--- src/rtl/seg_priv_pkg.sv ---
// Shared types for the segment privilege check unit.
// Assumes 2-bit privilege levels where a smaller number means more rights.
package seg_priv_pkg;

    localparam int PRIV_W = 2;

    typedef logic [PRIV_W-1:0] priv_t;

    typedef enum logic [2:0] {
        OP_DATA_LOAD    = 3'd0,
        OP_STACK_LOAD   = 3'd1,
        OP_CONFORM      = 3'd2,
        OP_NONCONF      = 3'd3,
        OP_GATE_CALL    = 3'd4,
        OP_SYS_INSTR    = 3'd5,
        OP_PORT_IO      = 3'd6,
        OP_FLAG_RESTORE = 3'd7
    } op_class_e;

    typedef enum logic [2:0] {
        FC_NONE    = 3'd0,
        FC_DATA    = 3'd1,
        FC_STACK   = 3'd2,
        FC_CONFORM = 3'd3,
        FC_NONCONF = 3'd4,
        FC_GATE    = 3'd5,
        FC_SYS     = 3'd6,
        FC_PORT    = 3'd7
    } fault_code_e;

    // Effective level: the numerically larger (less privileged) of the two.
    function automatic priv_t eff_priv(input priv_t a, input priv_t b);
        return (a > b) ? a : b;
    endfunction

endpackage

--- src/rtl/seg_priv_rules.sv ---
// Combinational rule evaluation for one request.
// Every rule is evaluated in parallel and the operation class selects one.
// Assumes all inputs are stable around the sampling edge; it holds no state.
module seg_priv_rules
    import seg_priv_pkg::*;
(
    input  op_class_e   op,
    input  priv_t       cpl,
    input  priv_t       rpl,
    input  priv_t       dpl,
    input  priv_t       gate_dpl,
    input  priv_t       iopl,
    output logic        pass,
    output fault_code_e code,
    output priv_t       ncpl
);

    localparam int NUM_OPS = 8;

    priv_t              eff;
    logic [NUM_OPS-1:0] rule_ok;

    assign eff = eff_priv(rpl, cpl);

    // Evaluate every rule against the operands.
    always_comb begin
        rule_ok                  = '0;
        rule_ok[OP_DATA_LOAD]    = (eff <= dpl);
        rule_ok[OP_STACK_LOAD]   = (dpl == cpl);
        rule_ok[OP_CONFORM]      = (dpl <= cpl);
        rule_ok[OP_NONCONF]      = (dpl == cpl) && (rpl <= cpl);
        rule_ok[OP_GATE_CALL]    = (dpl <= eff) && (eff <= gate_dpl);
        rule_ok[OP_SYS_INSTR]    = (cpl == '0);
        rule_ok[OP_PORT_IO]      = (cpl <= iopl);
        rule_ok[OP_FLAG_RESTORE] = 1'b1;
    end

    assign pass = rule_ok[op];

    // Name the rule that failed, or report none.
    always_comb begin
        code = FC_NONE;
        if (!pass) begin
            unique case (op)
                OP_DATA_LOAD:  code = FC_DATA;
                OP_STACK_LOAD: code = FC_STACK;
                OP_CONFORM:    code = FC_CONFORM;
                OP_NONCONF:    code = FC_NONCONF;
                OP_GATE_CALL:  code = FC_GATE;
                OP_SYS_INSTR:  code = FC_SYS;
                OP_PORT_IO:    code = FC_PORT;
                default:       code = FC_NONE;
            endcase
        end
    end

    // Only a successful gate call changes the running level.
    assign ncpl = (op == OP_GATE_CALL && pass) ? dpl : cpl;

endmodule

--- src/rtl/seg_priv_flagmask.sv ---
// Builds the mask of flag bits that a flag restore may write.
// Below level 0, the interrupt-enable bit and the I/O level field are locked.
// Assumes IOPL_LSB+1 and IF_BIT both lie inside FLAG_W.
module seg_priv_flagmask
    import seg_priv_pkg::*;
#(
    parameter int FLAG_W   = 32,
    parameter int IF_BIT   = 9,
    parameter int IOPL_LSB = 12
) (
    input  logic              is_restore,
    input  priv_t             cpl,
    output logic [FLAG_W-1:0] mask
);

    logic at_top;
    assign at_top = (cpl == '0);

    for (genvar i = 0; i < FLAG_W; i++) begin : g_bit
        localparam bit LOCKED = (i == IF_BIT) || (i == IOPL_LSB) || (i == IOPL_LSB + 1);
        if (LOCKED) begin : g_locked
            assign mask[i] = is_restore && at_top;
        end else begin : g_free
            assign mask[i] = is_restore;
        end
    end

endmodule

--- src/rtl/seg_priv_result_reg.sv ---
// Output stage that registers one verdict per request strobe.
// With no strobe, every output returns to zero on the next edge.
module seg_priv_result_reg
    import seg_priv_pkg::*;
#(
    parameter int FLAG_W = 32
) (
    input  logic              clk,
    input  logic              rst_n,
    input  logic              req_valid,
    input  logic              pass,
    input  fault_code_e       code_in,
    input  priv_t             ncpl_in,
    input  logic [FLAG_W-1:0] mask_in,
    output logic              done,
    output logic              allow,
    output logic              fault,
    output logic [2:0]        fault_code,
    output logic [FLAG_W-1:0] flag_mask,
    output priv_t             next_cpl
);

    // Capture the verdict on a strobe and clear it otherwise.
    always_ff @(posedge clk) begin
        if (!rst_n) begin
            done       <= 1'b0;
            allow      <= 1'b0;
            fault      <= 1'b0;
            fault_code <= '0;
            flag_mask  <= '0;
            next_cpl   <= '0;
        end else begin
            done       <= req_valid;
            allow      <= req_valid && pass;
            fault      <= req_valid && !pass;
            fault_code <= req_valid ? code_in : FC_NONE;
            flag_mask  <= req_valid ? mask_in : '0;
            next_cpl   <= req_valid ? ncpl_in : '0;
        end
    end

endmodule

--- src/rtl/seg_priv_check.sv ---
// Top level of the segment privilege check unit.
// Evaluates the privilege rules for the strobed request and registers the
// verdict, fault code, next level and flag-restore mask one cycle later.
// Assumes the operands are valid on every edge where req_valid is high.
module seg_priv_check
    import seg_priv_pkg::*;
#(
    parameter int FLAG_W   = 32,
    parameter int IF_BIT   = 9,
    parameter int IOPL_LSB = 12
) (
    input  logic              clk,
    input  logic              rst_n,
    input  logic              req_valid,
    input  logic [2:0]        op_class,
    input  logic [1:0]        cpl,
    input  logic [1:0]        rpl,
    input  logic [1:0]        dpl,
    input  logic [1:0]        gate_dpl,
    input  logic [1:0]        iopl,
    output logic              done,
    output logic              allow,
    output logic              fault,
    output logic [2:0]        fault_code,
    output logic [FLAG_W-1:0] flag_mask,
    output logic [1:0]        next_cpl
);

    op_class_e         op;
    logic              pass;
    fault_code_e       code;
    priv_t             ncpl;
    logic [FLAG_W-1:0] mask;

    assign op = op_class_e'(op_class);

    seg_priv_rules u_rules (
        .op       (op),
        .cpl      (cpl),
        .rpl      (rpl),
        .dpl      (dpl),
        .gate_dpl (gate_dpl),
        .iopl     (iopl),
        .pass     (pass),
        .code     (code),
        .ncpl     (ncpl)
    );

    seg_priv_flagmask #(
        .FLAG_W   (FLAG_W),
        .IF_BIT   (IF_BIT),
        .IOPL_LSB (IOPL_LSB)
    ) u_mask (
        .is_restore (op == OP_FLAG_RESTORE),
        .cpl        (cpl),
        .mask       (mask)
    );

    seg_priv_result_reg #(
        .FLAG_W (FLAG_W)
    ) u_out (
        .clk        (clk),
        .rst_n      (rst_n),
        .req_valid  (req_valid),
        .pass       (pass),
        .code_in    (code),
        .ncpl_in    (ncpl),
        .mask_in    (mask),
        .done       (done),
        .allow      (allow),
        .fault      (fault),
        .fault_code (fault_code),
        .flag_mask  (flag_mask),
        .next_cpl   (next_cpl)
    );

endmodule

--- config.mk ---
export PLATFORM = sky130hd
export DESIGN_NAME = seg_priv_check
export DESIGN_NICKNAME = d
export VERILOG_FILES = /design/src/rtl/seg_priv_pkg.sv /design/src/rtl/seg_priv_rules.sv /design/src/rtl/seg_priv_flagmask.sv /design/src/rtl/seg_priv_result_reg.sv /design/src/rtl/seg_priv_check.sv
export SDC_FILE = /design/constraint.sdc
export NUM_CORES = 1
export LEC_CHECK = 0
export ABC_AREA = 1
export BUFFER_PORTS_ARGS = -buffer_cell sky130_fd_sc_hd__buf_2
export CAP_MARGIN = 20
export CORE_ASPECT_RATIO = 1.4
export CORE_MARGIN = 2
export CORE_UTILIZATION = 58
export CTS_CLUSTER_DIAMETER = 100
export DETAILED_ROUTE_END_ITERATION = 7
export PLACE_DENSITY = 0.91
export SETUP_SLACK_MARGIN = 0.4
export SYNTH_ARGS = -nofsm -noshare
export SYNTH_HDL_FRONTEND = slang
export SYNTH_HIERARCHICAL = 1
export SYNTH_SLANG_ARGS = --single-unit
--- constraint.sdc ---
create_clock -name clk -period 3.87 [get_ports clk]
set_clock_uncertainty 0.05 [all_clocks]
set_input_delay 0.387 -clock clk [delete_from_list [all_inputs] [get_ports clk]]
set_output_delay 0.387 -clock clk [all_outputs]
set_load 0.02 [all_outputs]
Word level (Yosys, flattened, before mapping). Cells that the tools add are included.

$lt $le $gt $ge: 8. Eq/ne operators: 8. Mux-type cells: 5. Bitwise logic cells: 2. Reductions and logical operators: 11.

Operator list (number): $pmux 3 s7 (1); $eq 3x3->1 const B (4); $le 2x2->1 (6); $eq 3x2->1 const B (2); $logic_and 1x1->1 (6); $lt 3x4->1 const B (1); $mux 2 (2); $bmux 1 s3 (1); $eq 3x1->1 const B (1); $logic_not 3->1 (1); $reduce_or 3->1 (1); $eq 2x2->1 (1); $gt 2x2->1 (1); $logic_not 2->1 (1); $not 1->1 (2); $reduce_and 2->1 (1); $logic_not 1->1 (1); $mux 1 (1).

Register bits: 23. Input bits: 16. Output and inout bits: 40. Logic and storage cells: 40.

Longest topological paths before layout.
Depth after elaboration: 8. Gate-level depth with buffers: 17. Depth with buffers taken out: 17.

By module. Netlist, hierarchy kept.

By module, submodules not included: seg_priv_result_reg (times used 1, cells an instance 123, area an instance 1262.5 um^2, seq. area each 800.8 um^2); seg_priv_rules (times used 1, cells an instance 80, area an instance 466.7 um^2, seq. area each 0.0 um^2); seg_priv_flagmask (times used 1, cells an instance 34, area an instance 246.5 um^2, seq. area each 0.0 um^2); seg_priv_check (times used 1, cells an instance 3, area an instance 13.8 um^2, seq. area each 0.0 um^2).

Worst setup path after synthesis. OpenSTA, ideal clock, no wires.

Path type: input port to flip-flop. Start: input port cpl[1]. End: register u_out.next_cpl[0]. Library setup time: 0.112 ns. Arrival time: 1.721 ns. Required time: 3.708 ns. Setup slack: 1.986 ns. Stages: 14. Buffers on the path: 0. Cell sequence: inv_1 > ha_1 > o21ai_2 > nand2_2 > nand2_2 > nand3_2 > nand2_2 > nand2_2 > a21oi_2 > nand3_2 > nand2_1 > nand2_1 > inv_1 > nor2_2.

Cells in the longest elaborated chain, start to end: 8. Elaborated cells between the ends (all ways): 16. Those cells by class: order compare (7); eq/ne (1); mux (4); reduce/logical (4).

Ends and longest elaborated chain: start: declaration (line seg_priv_check.sv:16) `input logic [1:0] cpl,`; $gt 2x2->1 (line seg_priv_pkg.sv:33) `return (a > b) ? a : b;`; $mux 2 (line seg_priv_pkg.sv:33); $le 2x2->1 (line seg_priv_rules.sv:32) `rule_ok[OP_GATE_CALL] = (dpl <= eff) && (eff <= gate_dpl);`; $logic_and 1x1->1 (line seg_priv_rules.sv:32); $bmux 1 s3 * (line seg_priv_rules.sv:38) `assign pass = rule_ok[op];`; $mux 1 (not written as such) * (line seg_priv_rules.sv:38); $logic_and 1x1->1 * (line seg_priv_rules.sv:58) `assign ncpl = (op == OP_GATE_CALL && pass) ? dpl : cpl;`; $mux 2 * (line seg_priv_rules.sv:58); named net ncpl[0] (line seg_priv_check.sv:32) `priv_t ncpl;`; end signal: assignment (line seg_priv_result_reg.sv:38) `next_cpl <= req_valid ? ncpl_in : '0;`; end: declaration (line seg_priv_result_reg.sv:20) `output priv_t next_cpl`.

The timed path passes the listed nets; every way through them passes the cells marked *. The select of a mux whose other input is x is not followed. A chain may end at the register's enable or synchronous reset.

Worst setup path after layout. Ends and elaborated chain as after synthesis.

==> results_dict.tcl <==
set metrics [dict create \
    avgSynthCellArea_sq_um 8.289 \
    port_buffers 55 \
    hpwl_um 2219 \
    antenna_found_initial 0 \
    synth_ff_type "dfxtp_1" \
    grt_max_degree 31 \
    cts_sinks 40 \
    track_usage_pct 16.53 \
    wl_per_cell_um 9.071 \
    firstDrtPassIters 4 \
    wl_um 2812 \
    ios 56 \
    routed_via_density 4.310 \
    synth_edf_count 0 \
    cts_setup_buffers 0 \
    crit_arrival_ns 2.07 \
    core_sq_um 3316 \
    tritoncts.num_buffers 5 \
    drt_iter0_markers 13 \
    worst_slew_pin_slew_ns 0.4105 \
    seq_area_frac_synth_pct 40.25 \
    cts.path.max_buffers 2 \
    dieArea_sq_um 3921 \
    die_y_um 73.30 \
    grt_pass1_vias 1166 \
    status "completed" \
    end_kind "flop" \
    ant_nets 0 \
    holdBufCountCts 0 \
    synth.most_common_cell "inv_1" \
    stdcell_area_sq_um 2160 \
    path_clk_slew_ns 0.07 \
    synth_area_sq_um 1989 \
    synthTopCellsByCount "inv_1, dfxtp_1, nor2_2" \
    utilization_pct 65.13 \
    synthTopCellsByArea "dfxtp_1, nor2_2, buf_4" \
    rsz0062_at_grt "no" \
    worstSetupStartpointType "input port" \
    finalCritPeriodShare_pct 49.88 \
    slew-limit-headroom_pct 72.53 \
    netlist_instances 240 \
    synth.distinct_cells 22 \
    htreeDepth 2 \
    synth_top_area_cell "dfxtp_1" \
    synth_nets 265 \
    layout-drive-gt1-share_pct 44.81 \
    fp.dieW_um 53.50 \
    hp-start "op_class[0]" \
    finalSetupTns_ns 0 \
    ys_seq_elements 40 \
    grt_pass1_wl_um 4643 \
    area_delta_synth_final_pct 8.553 \
    synth_top_area_share_pct 40.25 \
    crit_fanout 5 \
    rows 25 \
    min_path_type "in2reg" \
    power_density_nw_per_um2 375.8 \
    max_freq_ghz 0.5180 \
    ir_drop_uv 282.7 \
    worstPathRequired_ns 4.01 \
    num_antenna_cells 0 \
    cts_resized 0 \
    final_nets 294 \
    placed_area_sq_um 2057 \
    hold_viol_final 0 \
    slew_viol_final 0 \
    criticalPathCategory "in2reg" \
    drv_cap 0 \
    finalPower_uw 811.5 \
    tritoncts "yes" \
    cts_root_buf "clkbuf_8" \
    drc 0 \
    gp_congestion 0.8311 \
    fillers 287 \
    synthArstFlopShare_pct 0 \
    grt.overflow.total 0 \
    cp-startpoint "cpl[1]" \
    ys.warnings.count 6 \
    start_util_pct 60.00 \
    setup_violations 0 \
    via_count 1336 \
    layout_min_cycle_time_ns 1.931 \
    power.leakage_nw 1.093 \
]
## where the power goes
group / total (mW) / switching [mW] / internal [mW] / leakage (nW)
combinational: 0.128 / 0.0833 / 0.0450 / 0.720
clock: 0.260 / 0.135 / 0.125 / 0.0479
sequential: 0.423 / 0.00202 / 0.421 / 0.325
total: 0.811 / 0.221 / 0.591 / 1.09
## layout make-up
cell class	instances	area, sq um	share of cell area, %
sequential	40	800.8	37.08
tap	40	50.05	2.317
clock buffer	5	68.82	3.187
multi-input combinational	104	681.9	31.58
inverter	61	229.0	10.60
clock inverter	3	18.77	0.8691
timing repair buffer	57	310.3	14.37
## cells in the final DEF, fill, tap and decap left out
| master | instances |
|---|---|
| nand3_1 | 8 |
| o211ai_1 | 1 |
| clkinv_4 | 1 |
| buf_12 | 1 |
| nand4_1 | 2 |
| nand3_2 | 3 |
| o21ai_0 | 1 |
| inv_2 | 1 |
| o21bai_1 | 2 |
| xor2_1 | 1 |
| inv_1 | 60 |
| o21ai_2 | 1 |
| a21oi_1 | 2 |
| nor2_1 | 5 |
| ha_1 | 9 |
| nand2_2 | 6 |
| nand2_1 | 17 |
| clkinv_2 | 2 |
| clkbuf_8 | 5 |
| a21oi_2 | 1 |
| buf_2 | 55 |
| nor2_4 | 4 |
| dfxtp_1 | 40 |
| nor2_2 | 40 |
| a211oi_1 | 1 |
| buf_8 | 1 |
## logic make-up after synthesis
kind of cell,after synthesis,share of synthesized area [%]
AOI/OAI and AO/OA,9,3.145
xor gates and xnor gates,1,0.4403
adders and majority gates,9,5.660
buffers and inverters,96,25.47
DFF,40,40.25
and+or+nand+nor,85,25.03
## registers in the layout (all words and copies together), names as in the netlist
name              count
u_out/allow           1
u_out/done            1
u_out/fault           1
u_out/fault_code      3
u_out/flag_mask      32
u_out/next_cpl        2
## worst paths after layout
path                         endpoint  slack, ns  depth (start not counted)
hold / removal    u_out/fault_code[0]       0.38                          4
setup / recovery    u_out/next_cpl[0]       1.94                         15
## critical path, cell delays in order
cell and delay (ns):
buf_2 0.14, inv_1 0.09, ha_1 0.33, o21ai_2 0.21
nand2_2 0.10, nand2_2 0.09, nand3_2 0.08, nand2_2 0.08
nand2_2 0.06, a21oi_2 0.18, nand3_2 0.10, nand2_1 0.07
nand2_1 0.04, inv_1 0.06, nor2_2 0.04
## per-layer routing
| metal | vias up | wire length, um | GRT usage, % |
|---|---|---|---|
| li1 | 720 | - | - |
| met2 | 46 | 1484 | 29.49 |
| met3 | 7 | 215 | 4.472 |
| met1 | 563 | 1027 | 16.24 |
| met4 | 0 | 85 | 10.26 |
| met5 | - | 0 | 0 |
## through the flow
stage | hold slack [ns] | worst slack (ns) | std cells
2_1_floorplan | 0.4866 | 1.986 | 240
3_3_place_gp | 0.6774 | 1.642 | 300
3_5_place_dp | 0.6800 | 1.641 | 301
4_1_cts | 0.3666 | 1.949 | 309
5_1_grt | 0.4079 | 1.759 | 310
6_report | 0.3754 | 1.939 | 310
Power figures use the tool's default switching activity.
